==> config.mk <==
export PLATFORM = sky130hd
export DESIGN_NAME = lalru_ctrl
export DESIGN_NICKNAME = d
export VERILOG_FILES = /design/src/rtl/lalru_pkg.sv /design/src/rtl/lalru_sorter.sv /design/src/rtl/lalru_ranks.sv /design/src/rtl/lalru_seq.sv /design/src/rtl/lalru_ctrl.sv
export SDC_FILE = /design/constraint.sdc
export NUM_CORES = 1
export LEC_CHECK = 0
export BUFFER_PORTS_ARGS = -buffer_cell sky130_fd_sc_hd__buf_2
export CAP_MARGIN = 10
export CORE_UTILIZATION = 30
export CTS_CLUSTER_SIZE = 8
export DETAILED_ROUTE_END_ITERATION = 6
export GPL_ROUTABILITY_DRIVEN = 0
export PLACE_DENSITY_LB_ADDON = 0.12
export SYNTH_ARGS = -nofsm -noshare
export SYNTH_HDL_FRONTEND = slang
export SYNTH_SLANG_ARGS = --single-unit
export TNS_END_PERCENT = 10
==> constraint.sdc <==
create_clock -name clk -period 20.1 [get_ports clk]
set_clock_uncertainty 0.1 [all_clocks]
set_input_delay 4.02 -clock clk [delete_from_list [all_inputs] [get_ports clk]]
set_output_delay 4.02 -clock clk [all_outputs]
set_load 0.01 [all_outputs]
==> src/rtl/lalru_pkg.sv <==
package lalru_pkg;
   typedef enum logic [1:0] {
      ST_IDLE   = 2'd0,
      ST_ACCESS = 2'd1,
      ST_SWAP   = 2'd2
   } seq_state_t;
endpackage

==> src/rtl/lalru_sorter.sv <==
// Ladder order of the ways: class ascending, lower index first within a class.
module lalru_sorter #(
   parameter int NWAYS = 8,
   parameter int LAT_W = 2,
   localparam int RW   = $clog2(NWAYS)
) (
   input  logic [NWAYS*LAT_W-1:0] lat_tbl,
   output logic [NWAYS*RW-1:0]    pos_flat,
   output logic [NWAYS*RW-1:0]    wop_flat
);
   logic [LAT_W-1:0] cls [NWAYS];
   logic [RW-1:0]    pos [NWAYS];
   logic [RW-1:0]    wop [NWAYS];

   for (genvar g = 0; g < NWAYS; g++) begin : g_unpack
      assign cls[g] = lat_tbl[g*LAT_W +: LAT_W];
      assign pos_flat[g*RW +: RW] = pos[g];
      assign wop_flat[g*RW +: RW] = wop[g];
   end

   always_comb begin
      for (int w = 0; w < NWAYS; w++) begin
         int c;
         c = 0;
         for (int v = 0; v < NWAYS; v++) begin
            if ((cls[v] < cls[w]) || ((cls[v] == cls[w]) && (v < w))) c++;
         end
         pos[w] = RW'(c);
      end
   end

   always_comb begin
      for (int p = 0; p < NWAYS; p++) begin
         wop[p] = '0;
         for (int w = 0; w < NWAYS; w++) begin
            if (pos[w] == RW'(p)) wop[p] = RW'(w);
         end
      end
   end
endmodule

==> src/rtl/lalru_ranks.sv <==
// Recency rank store: promotion on accept, pairwise exchange on each swap.
module lalru_ranks #(
   parameter int NWAYS = 8,
   localparam int RW   = $clog2(NWAYS)
) (
   input  logic                clk,
   input  logic                rst_n,
   input  logic [NWAYS*RW-1:0] init_flat,
   input  logic                upd_en,
   input  logic [RW-1:0]       upd_r,
   input  logic                swp_en,
   input  logic [RW-1:0]       swp_a,
   input  logic [RW-1:0]       swp_b,
   output logic [NWAYS*RW-1:0] rank_flat
);
   logic [RW-1:0]    rk [NWAYS];
   logic [NWAYS-1:0] seen;

   for (genvar g = 0; g < NWAYS; g++) begin : g_out
      assign rank_flat[g*RW +: RW] = rk[g];
   end

   always_ff @(posedge clk) begin
      for (int w = 0; w < NWAYS; w++) begin
         if (!rst_n) begin
            rk[w] <= init_flat[w*RW +: RW];
         end else if (upd_en) begin
            if (rk[w] == upd_r)     rk[w] <= '0;
            else if (rk[w] < upd_r) rk[w] <= rk[w] + 1'b1;
         end else if (swp_en) begin
            if (RW'(w) == swp_a)      rk[w] <= rk[swp_b];
            else if (RW'(w) == swp_b) rk[w] <= rk[swp_a];
         end
      end
   end

   always_comb begin
      seen = '0;
      for (int w = 0; w < NWAYS; w++) seen[rk[w]] = 1'b1;
   end

   a_r2_rank_perm: assert property (@(posedge clk) disable iff (!rst_n)
      &seen);

   a_r4_promote_front: assert property (@(posedge clk) disable iff (!rst_n)
      upd_en |=> ($countones(seen) == NWAYS));
endmodule

==> src/rtl/lalru_seq.sv <==
// Access timer and swap-chain sequencer.
module lalru_seq
   import lalru_pkg::*;
#(
   parameter int NWAYS    = 8,
   parameter int LAT_W    = 2,
   parameter int CNT_W    = 4,
   parameter int MISS_LAT = 12,
   localparam int RW      = $clog2(NWAYS)
) (
   input  logic                clk,
   input  logic                rst_n,
   input  logic                req_valid,
   input  logic                req_hit,
   input  logic [RW-1:0]       req_way,
   input  logic [RW-1:0]       hit_rank,
   input  logic [LAT_W-1:0]    hit_lat,
   input  logic [NWAYS*RW-1:0] wop_flat,
   input  logic                xchg_ready,
   output logic                req_ready,
   output logic                busy,
   output logic                done,
   output logic                done_hit,
   output logic [RW-1:0]       done_way,
   output logic [CNT_W-1:0]    done_lat,
   output logic                xchg_valid,
   output logic [RW-1:0]       xchg_a,
   output logic [RW-1:0]       xchg_b,
   output logic                upd_en,
   output logic [RW-1:0]       upd_r,
   output logic                swp_en
);
   seq_state_t       st;
   logic [CNT_W-1:0] cnt, tgt;
   logic [RW-1:0]    cur, cur_m1, victim;
   logic             accept;

   assign victim  = wop_flat[(NWAYS-1)*RW +: RW];
   assign cur_m1  = cur - 1'b1;
   assign accept  = req_valid && (st == ST_IDLE);
   assign upd_en  = accept;
   assign upd_r   = req_hit ? hit_rank : RW'(NWAYS-1);

   always_ff @(posedge clk) begin
      if (!rst_n) begin
         st       <= ST_IDLE;
         cnt      <= '0;
         tgt      <= '0;
         cur      <= '0;
         done_hit <= 1'b0;
         done_way <= '0;
      end else begin
         case (st)
            ST_IDLE: if (accept) begin
               st       <= ST_ACCESS;
               cnt      <= CNT_W'(1);
               done_hit <= req_hit;
               done_way <= req_hit ? req_way : victim;
               cur      <= upd_r;
               if (!req_hit)          tgt <= CNT_W'(MISS_LAT);
               else if (hit_lat == 0) tgt <= CNT_W'(1);
               else                   tgt <= CNT_W'(hit_lat);
            end
            ST_ACCESS: begin
               if (cnt == tgt) st <= (cur == '0) ? ST_IDLE : ST_SWAP;
               else            cnt <= cnt + 1'b1;
            end
            ST_SWAP: if (xchg_ready) begin
               cur <= cur_m1;
               if (cur == RW'(1)) st <= ST_IDLE;
            end
            default: st <= ST_IDLE;
         endcase
      end
   end

   assign busy       = (st != ST_IDLE);
   assign req_ready  = (st == ST_IDLE);
   assign done       = (st == ST_ACCESS) && (cnt == tgt);
   assign done_lat   = cnt;
   assign xchg_valid = (st == ST_SWAP);
   assign xchg_a     = wop_flat[cur*RW +: RW];
   assign xchg_b     = wop_flat[cur_m1*RW +: RW];
   assign swp_en     = xchg_valid && xchg_ready;

   a_r7_hold_pair: assert property (@(posedge clk) disable iff (!rst_n)
      (xchg_valid && !xchg_ready) |=> (xchg_valid && $stable(xchg_a) && $stable(xchg_b)));

   a_r9_done_single: assert property (@(posedge clk) disable iff (!rst_n)
      done |=> !done);

   a_r5_miss_time: assert property (@(posedge clk) disable iff (!rst_n)
      (done && !done_hit) |-> (done_lat == CNT_W'(MISS_LAT)));

   a_r8_no_take_busy: assert property (@(posedge clk) disable iff (!rst_n)
      (busy && req_valid) |=> (busy || $past(xchg_valid) || $past(done)));
endmodule

==> src/rtl/lalru_ctrl.sv <==
module lalru_ctrl #(
   parameter int NWAYS    = 8,
   parameter int LAT_W    = 2,
   parameter int MISS_LAT = 12,
   localparam int RW      = $clog2(NWAYS),
   localparam int LMAX    = (MISS_LAT > 3) ? MISS_LAT : 3,
   localparam int CNT_W   = $clog2(LMAX + 1)
) (
   input  logic                   clk,
   input  logic                   rst_n,
   input  logic [NWAYS*LAT_W-1:0] lat_tbl,
   input  logic                   req_valid,
   output logic                   req_ready,
   input  logic                   req_hit,
   input  logic [RW-1:0]          req_way,
   output logic                   done,
   output logic                   done_hit,
   output logic [RW-1:0]          done_way,
   output logic [CNT_W-1:0]       done_lat,
   output logic                   xchg_valid,
   input  logic                   xchg_ready,
   output logic [RW-1:0]          xchg_way_a,
   output logic [RW-1:0]          xchg_way_b,
   output logic                   busy,
   output logic [NWAYS*RW-1:0]    ranks
);
   initial begin
      assert (NWAYS >= 2 && (1 << RW) == NWAYS) else $error("NWAYS must be a power of two >= 2");
      assert (LAT_W >= 2) else $error("LAT_W must hold classes 1..3");
      assert (MISS_LAT >= 1) else $error("MISS_LAT must be positive");
   end

   logic [NWAYS*RW-1:0] pos_flat, wop_flat;
   logic                upd_en, swp_en;
   logic [RW-1:0]       upd_r, hit_rank;
   logic [LAT_W-1:0]    hit_lat;
   logic                settled;

   assign hit_rank = ranks[req_way*RW +: RW];
   assign hit_lat  = lat_tbl[req_way*LAT_W +: LAT_W];

   lalru_sorter #(.NWAYS(NWAYS), .LAT_W(LAT_W)) u_sort (
      .lat_tbl (lat_tbl),
      .pos_flat(pos_flat),
      .wop_flat(wop_flat)
   );

   lalru_ranks #(.NWAYS(NWAYS)) u_ranks (
      .clk      (clk),
      .rst_n    (rst_n),
      .init_flat(pos_flat),
      .upd_en   (upd_en),
      .upd_r    (upd_r),
      .swp_en   (swp_en),
      .swp_a    (xchg_way_a),
      .swp_b    (xchg_way_b),
      .rank_flat(ranks)
   );

   lalru_seq #(.NWAYS(NWAYS), .LAT_W(LAT_W), .CNT_W(CNT_W), .MISS_LAT(MISS_LAT)) u_seq (
      .clk       (clk),
      .rst_n     (rst_n),
      .req_valid (req_valid),
      .req_hit   (req_hit),
      .req_way   (req_way),
      .hit_rank  (hit_rank),
      .hit_lat   (hit_lat),
      .wop_flat  (wop_flat),
      .xchg_ready(xchg_ready),
      .req_ready (req_ready),
      .busy      (busy),
      .done      (done),
      .done_hit  (done_hit),
      .done_way  (done_way),
      .done_lat  (done_lat),
      .xchg_valid(xchg_valid),
      .xchg_a    (xchg_way_a),
      .xchg_b    (xchg_way_b),
      .upd_en    (upd_en),
      .upd_r     (upd_r),
      .swp_en    (swp_en)
   );

   always_comb begin
      settled = 1'b1;
      for (int w = 0; w < NWAYS; w++)
         if (ranks[w*RW +: RW] != pos_flat[w*RW +: RW]) settled = 1'b0;
   end

   a_r3_settled_order: assert property (@(posedge clk) disable iff (!rst_n)
      $fell(busy) |-> settled);

   a_r1_idle_order: assert property (@(posedge clk) disable iff (!rst_n)
      !busy |-> settled);

   a_r6_hit_time: assert property (@(posedge clk) disable iff (!rst_n)
      (done && done_hit && (lat_tbl[done_way*LAT_W +: LAT_W] != 0))
         |-> (done_lat == CNT_W'(lat_tbl[done_way*LAT_W +: LAT_W])));

   a_r7_adjacent: assert property (@(posedge clk) disable iff (!rst_n)
      xchg_valid |-> (pos_flat[xchg_way_a*RW +: RW] == pos_flat[xchg_way_b*RW +: RW] + 1'b1));
endmodule

Yosys cells after proc, flatten, opt, wreduce, memory -nomap -nowiden
Memory sizes are Yosys's and may differ from the RTL's.
Index checks and enable logic that the tools add are counted.
{ "op_classes": {"addsub": 66, "n_mux": 329, "bitwise_logic": 32, "eq_ne": 108, "multipliers": 3, "order_cmp": 72, "shift": 4, "n_reduce_logical": 50} }
{ "op_table": {"columns": ["op", "count"], "rows": [
  ["$mux W3", 128],
  ["$mux W1", 177],
  ["$add A3 B2 Y3 const B", 48],
  ["$lt A2 B2 Y1", 64],
  ["$eq A3 B3 Y1 const B", 28],
  ["$shiftx A24 B6 Y3", 3],
  ["$eq A2 B2 Y1", 28],
  ["$eq A3 B2 Y1 const B", 14],
  ["$mux W2", 18],
  ["$or A1 B1 Y1", 32],
  ["$logic_not A3 Y1", 10],
  ["$logic_or A1 B1 Y1", 28],
  ["$add A3 B1 Y3 const B", 8],
  ["$eq A3 B1 Y1 const B", 8],
  ["$eq A3 B3 Y1", 8],
  ["$eq A3 B3 Y1 const A", 8],
  ["$lt A3 B3 Y1", 8],
  ["$add A1 B1 Y2 const B", 8],
  ["$shiftx A16 B5 Y2", 1],
  ["$mul A3 B2 Y5 const B", 3],
  ["$eq A2 B3 Y1 const A", 4],
  ["$mux W4", 3],
  ["$pmux W4 S2", 1],
  ["$eq A1 B3 Y1 const A", 2],
  ["other kinds (15)", 24]
]} }
{ "totals": {"mem_bits_rw": 24, "memories": 1, "elab_cells": 671, "regBits": 17} }
{ "memory_table": {"columns": ["name", "words", "width", "rd", "rd_ports_with_merged_regs", "wr", "line", "rtl"], "rows": [
  ["u_ranks.rk", 8, 3, 10, 0, 8, "lalru_ranks.sv:16", "logic [RW-1:0] rk [NWAYS];"]
]} }

Logic depth before layout (Yosys ltp)
{ "logic_depth": {"word_depth": 34, "mapped_depth": 36, "ltp_nobuf": 34} }

By module
A second synthesis with hierarchy kept.
{ "unflattened": {"hier_cells": 1188, "area_unflattened_um2": 9877.0} }
{ "modules_own_cells": {"columns": ["module", "instances", "area_per_inst_um2", "seq_area_each_um2", "cells_per_inst"], "rows": [
  ["lalru_sorter", 1, 5243.8, 0.0, 692],
  ["lalru_ranks", 1, 3004.1, 720.7, 341],
  ["lalru_seq", 1, 1295.0, 320.3, 138],
  ["lalru_ctrl", 1, 334.1, 0.0, 17]
]} }

Least setup slack after synthesis
OpenSTA, ideal clock, no wires.
{ "synth_path": {"kind": "input-to-output", "start": "input lat_tbl[1]", "end": "output xchg_way_b[0]", "t_arrival_ns": 9.880, "setup_slack_ns": 6.100, "cell_stages": 31, "path_cell_list": "inv_1 ha_1 a21oi_1 inv_1 a21oi_1 inv_1 ha_1 o21bai_1 a21boi_0 ha_1 and3_1 a21o_1 ha_1 nor3_1 nor2_1 ha_1 nand2_1 o31ai_1 ha_1 inv_1 a211oi_1 xor2_1 xnor3_1 or3b_1 a2bb2oi_2 nor3_1 or3_1 a32o_2 nor4_4 buf_6 inv_1"} }
{ "synth_between": {"elab_chain_cells": 26, "word_cells_on_any_way": 239} }
{ "synth_rtl": {"columns": ["element", "line", "rtl"], "rows": [
  ["from (decl)", "lalru_ctrl.sv:11", "input logic [NWAYS*LAT_W-1:0] lat_tbl,"],
  ["$lt A2 B2 Y1 or $eq A2 B2 Y1 (tied branches)", "lalru_sorter.sv:26", "if ((cls[v] < cls[w]) || ((cls[v] == cls[w]) && (v < w))) c++;"],
  ["$logic_or A1 B1 Y1", "lalru_sorter.sv:26", null],
  ["$mux W1", "lalru_sorter.sv:26", null],
  ["$add A1 B1 Y2", "lalru_sorter.sv:26", null],
  ["$mux W3", "lalru_sorter.sv:26", null],
  ["$add A3 B2 Y3", "lalru_sorter.sv:26", null],
  ["$mux W3", "lalru_sorter.sv:26", null],
  ["$add A3 B2 Y3", "lalru_sorter.sv:26", null],
  ["(+6 left out)", null, null],
  ["$mux W3", "lalru_sorter.sv:26", null],
  ["$add A3 B2 Y3", "lalru_sorter.sv:26", null],
  ["$mux W3", "lalru_sorter.sv:26", null],
  ["$eq A3 B1 Y1, or another cell as far along", "lalru_sorter.sv:36", "if (pos[w] == RW'(p)) wop[p] = RW'(w);"],
  ["$mux W1", "lalru_sorter.sv:36", null],
  ["$mux W3 or $mux W2 (tied branches) (2 in series)", "lalru_sorter.sv:36", null],
  ["$mux W3 (4 in series)", "lalru_sorter.sv:36", null],
  ["$shiftx A24 B6 Y3 (*)", "lalru_seq.sv:83", "assign xchg_b = wop_flat[cur_m1*RW +: RW];"],
  ["to (decl)", "lalru_ctrl.sv:23", "output logic [RW-1:0] xchg_way_b,"]
]} }
Mark *: on every way between the ends. The rest lies on a longest branch, timed or not.

Worst setup path after layout
{ "layout_path": {"start": "input lat_tbl[1]", "end": "output xchg_way_a[0]"} }
{ "layout_between": {"elab_chain_cells": 26, "word_cells_on_any_way": 239} }
{ "layout_rtl": {"columns": ["element", "line", "rtl"], "rows": [
  ["$lt A2 B2 Y1 or $eq A2 B2 Y1 (tied branches)", "lalru_sorter.sv:26", null],
  ["$logic_or A1 B1 Y1", "lalru_sorter.sv:26", null],
  ["$mux W1", "lalru_sorter.sv:26", null],
  ["$add A1 B1 Y2", "lalru_sorter.sv:26", null],
  ["$mux W3", "lalru_sorter.sv:26", null],
  ["$add A3 B2 Y3", "lalru_sorter.sv:26", null],
  ["$mux W3", "lalru_sorter.sv:26", null],
  ["$add A3 B2 Y3", "lalru_sorter.sv:26", null],
  ["(+6 left out)", null, null],
  ["$mux W3", "lalru_sorter.sv:26", null],
  ["$add A3 B2 Y3", "lalru_sorter.sv:26", null],
  ["$mux W3", "lalru_sorter.sv:26", null],
  ["$eq A3 B1 Y1, or another cell as far along", "lalru_sorter.sv:36", null],
  ["$mux W1", "lalru_sorter.sv:36", null],
  ["$mux W3 or $mux W2 (tied branches) (2 in series)", "lalru_sorter.sv:36", null],
  ["$mux W3 (4 in series)", "lalru_sorter.sv:36", null],
  ["$shiftx A24 B6 Y3 (*)", "lalru_seq.sv:82", "assign xchg_a = wop_flat[cur*RW +: RW];"],
  ["to (decl)", "lalru_ctrl.sv:22", "output logic [RW-1:0] xchg_way_a,"]
]} }
Marked as above.

==> impl_results.md <==
* Critical Path End Type: output port
* Die H at 177 µm
* Initial Utilization at 30.7%
* Share of post-route cells with drive strength above 1 at 11.4%
* Syn_nets at 1294
* Register area share after synthesis at 11.3%
* Hold Startpoint: u_seq.done_hit
* Initial antenna violation count at 0
* Multi-input logic area at 7670 µm²
* Num ports at 66
* Vias in the first global route at 8424
* Tmin final at 15.62 ns
* CP Class: input pin to output port
* Number of buffers created by CTS at 5
* Data required, critical path at 15.98 ns
* Post-synth cell types at 93
* Final core occ at 33.9%
* Primary FF master, synth: edfxtp_1
* Post-DRT Antenna Nets at 0
* CP max-delay cell: a2111oi_0
* Yosys warnings at 0
* Critical path origin: lat_tbl[1]
* Pre-antenna DRT Iters at 5
* Worst path most repeated cell: ha_1
* Die area at 31300 µm²
* Drt first-iter violations at 727
* Pre-CTS setup slack at 4.67 ns
* Clock root cell: clkbuf_16
* Number of vias in the routed layout at 8842
* Reg-to-Reg Start: u_seq.cur[1]
* CTS tree: done
* Cts hold-fix bufs at 0
* Post-Syn Instances at 1130
* CP Launch Type: input pin
* Commonest non-fill, non-tap cells in the layout: 140 x ha_1, 102 x nand2_1, 98 x inv_1
* Core area at 29900 µm²
* Clock sink count at 40
* Crit path DAT at 11.50 ns
* FF/Latch Area at 1040 µm²
* Final net count at 1353
* Clock latency on the worst-skew pair at 0.30 ns
* Crit-path max FO at 17
* Post-cts sizing count at 0
* Worst setup margin at 4.48 ns
* Final hold viol count at 0
* Deepest clock path buffer count at 2
* Grt ovf at 0
* Total wire length at 32600 µm
* H-tree Lvls at 2
* Final Slew Violations at 0
* Die width at 177 µm
* Setup violation total in the final timing report at 0
* Largest net degree at the start of global routing at 24
* Most common cell after layout, fill and taps aside: ha_1
* CTS clk-pin slew, worst paths at 0.07 ns
* Peak per-stage delay on the critical path at 0.70 ns
* CP delay by family, top: compound AO/OA/AOI/OAI gates
* Worst hold margin at 0.364 ns
* GRT Resource Usage Total at 20.9%
* Syn Std Cell Area at 9180 µm²
* Post-synth EDFFs at 24
* Slew margin rel. at 34.9%
* #FFs+latches synth at 40
* Buffers on Ports at 65
* Number of remaining DRC errors at 0
* Period utilization at 77.7%
* Antenna cell count at 0
* Achievable Freq at 64.0 MHz
* CP bufs+invs at 6
* Post-DP HPWL at 26000 µm
* Hold Path Class: flop to flop
* Num rows at 63
* Synthesized area per cell at 8.13 µm²
* Postcts setup bufs at 0
* FILL cells at 3144
* Max Cap Viol at 0
* Setup TNS at 0 ns
* Routed WL per cell at 20.7 µm
* P&R area growth vs syn at 10.2%
* Fraction of registers with async set/reset at 0%
* Vias per cell at 5.60
* First-pass GRT wire length at 49700 µm
* Slew @ Worst Pin at 0.972 ns
* RSZ-0062 raised after global routing: false
* Outcome: completed
## state kept, by name, indices dropped and copies added, names as in the netlist
| name | flops |
|---|---|
| u_seq.cur | 3 |
| u_seq.done_hit | 1 |
| u_seq.done_lat | 4 |
| u_seq.done_way | 3 |
| u_ranks.rk | 24 |
| u_seq.st | 2 |
| u_seq.tgt | 3 |
## path summary, 6_finish.rpt
path | endpoint | slack (ns) | cells past startpoint
min reg2reg | u_seq.done_hit | 0.36 | 2
max | xchg_way_a[0] | 4.48 | 31
max reg2reg | u_ranks.rk[4][1] | 15.09 | 12
min | u_seq.done_hit | 0.36 | 2
## final cells by class
type                       count  share of cell area (%)
inverter                     101                    3.75
multi-input combinational    967                    75.9
sequential                    40                    10.3
tap                          390                    4.82
clock inverter                 2                   0.111
timing repair buffer          74                    3.88
clock buffer                   6                    1.27
## per-stage QoR
step,cells,cell area [µm²]
3_5_place_dp,1572,9980
4_1_cts,1580,10100
6_report,1580,10100
2_1_floorplan,1130,9180
5_1_grt,1580,10100
3_3_place_gp,1572,9980
## routing by layer
metal	routed length [µm]	vias to the layer above	part of all wire, %	global-route usage, %
met2	14800	283	45	33.7
met4	803	0	2.5	5.53
met5	0	-	0	0
met1	15500	4191	47	29.4
met3	1580	44	4.9	2.10
li1	-	4324	-	-
## cells by family after synthesis
kind of cell    after synthesis  synth area share [%]
flops                        40                  11.3
buf+inv                     123                  5.18
xor+xnor                     94                  12.3
simple gates                404                  23.1
compound gates              278                  21.8
fa+ha+maj                   140                  19.1
mux                          51                  7.26
## worst min-delay path, delay by kind of cell, from the launching register on
| kind | cells | cell delay (ns) |
|---|---|---|
| flip-flops | 1 | 0.31 |
| AO/OA/AOI/OAI | 1 | 0.05 |
| AND/OR/NAND/NOR | 1 | 0.05 |
## cell usage after synthesis (5+ instances only)
library cell / n / area share [%]
o2111ai_1: 5 / 0.48
a32oi_1: 5 / 0.48
a221oi_1: 5 / 0.48
xnor3_1: 15 / 3.7
o21a_1: 6 / 0.49
a21oi_1: 62 / 3.4
nor3b_1: 9 / 0.74
or3b_1: 6 / 0.57
a22oi_1: 7 / 0.57
a21o_1: 27 / 2.2
o22ai_1: 13 / 0.89
inv_1: 98 / 4.0
o211ai_1: 16 / 1.3
edfxtp_1: 24 / 7.8
nand2b_1: 48 / 3.3
mux2i_1: 29 / 3.2
o21ai_0: 23 / 1.3
xnor2_1: 41 / 3.9
buf_2: 5 / 0.27
and3_1: 13 / 0.89
o31ai_1: 6 / 0.49
ha_1: 140 / 19
a31oi_1: 5 / 0.34
clkbuf_1: 15 / 0.61
nor3_1: 33 / 1.8
and2_1: 13 / 0.89
mux4_2: 10 / 2.5
xor2_1: 29 / 2.8
or3_1: 10 / 0.68
a21boi_0: 6 / 0.49
o221ai_1: 16 / 1.5
nand4_1: 14 / 0.95
nand4b_1: 5 / 0.48
nor2_1: 76 / 3.1
nand2_1: 102 / 4.2
nor2b_1: 13 / 0.89
nand3_1: 32 / 1.7
a211oi_1: 16 / 1.3
mux2_2: 9 / 1.1
dfxtp_1: 16 / 3.5
o22a_1: 9 / 0.86
Power is left out: the tool's default activity adds up to more than one toggle a clock period on the data nets, which glitch-free logic cannot reach.
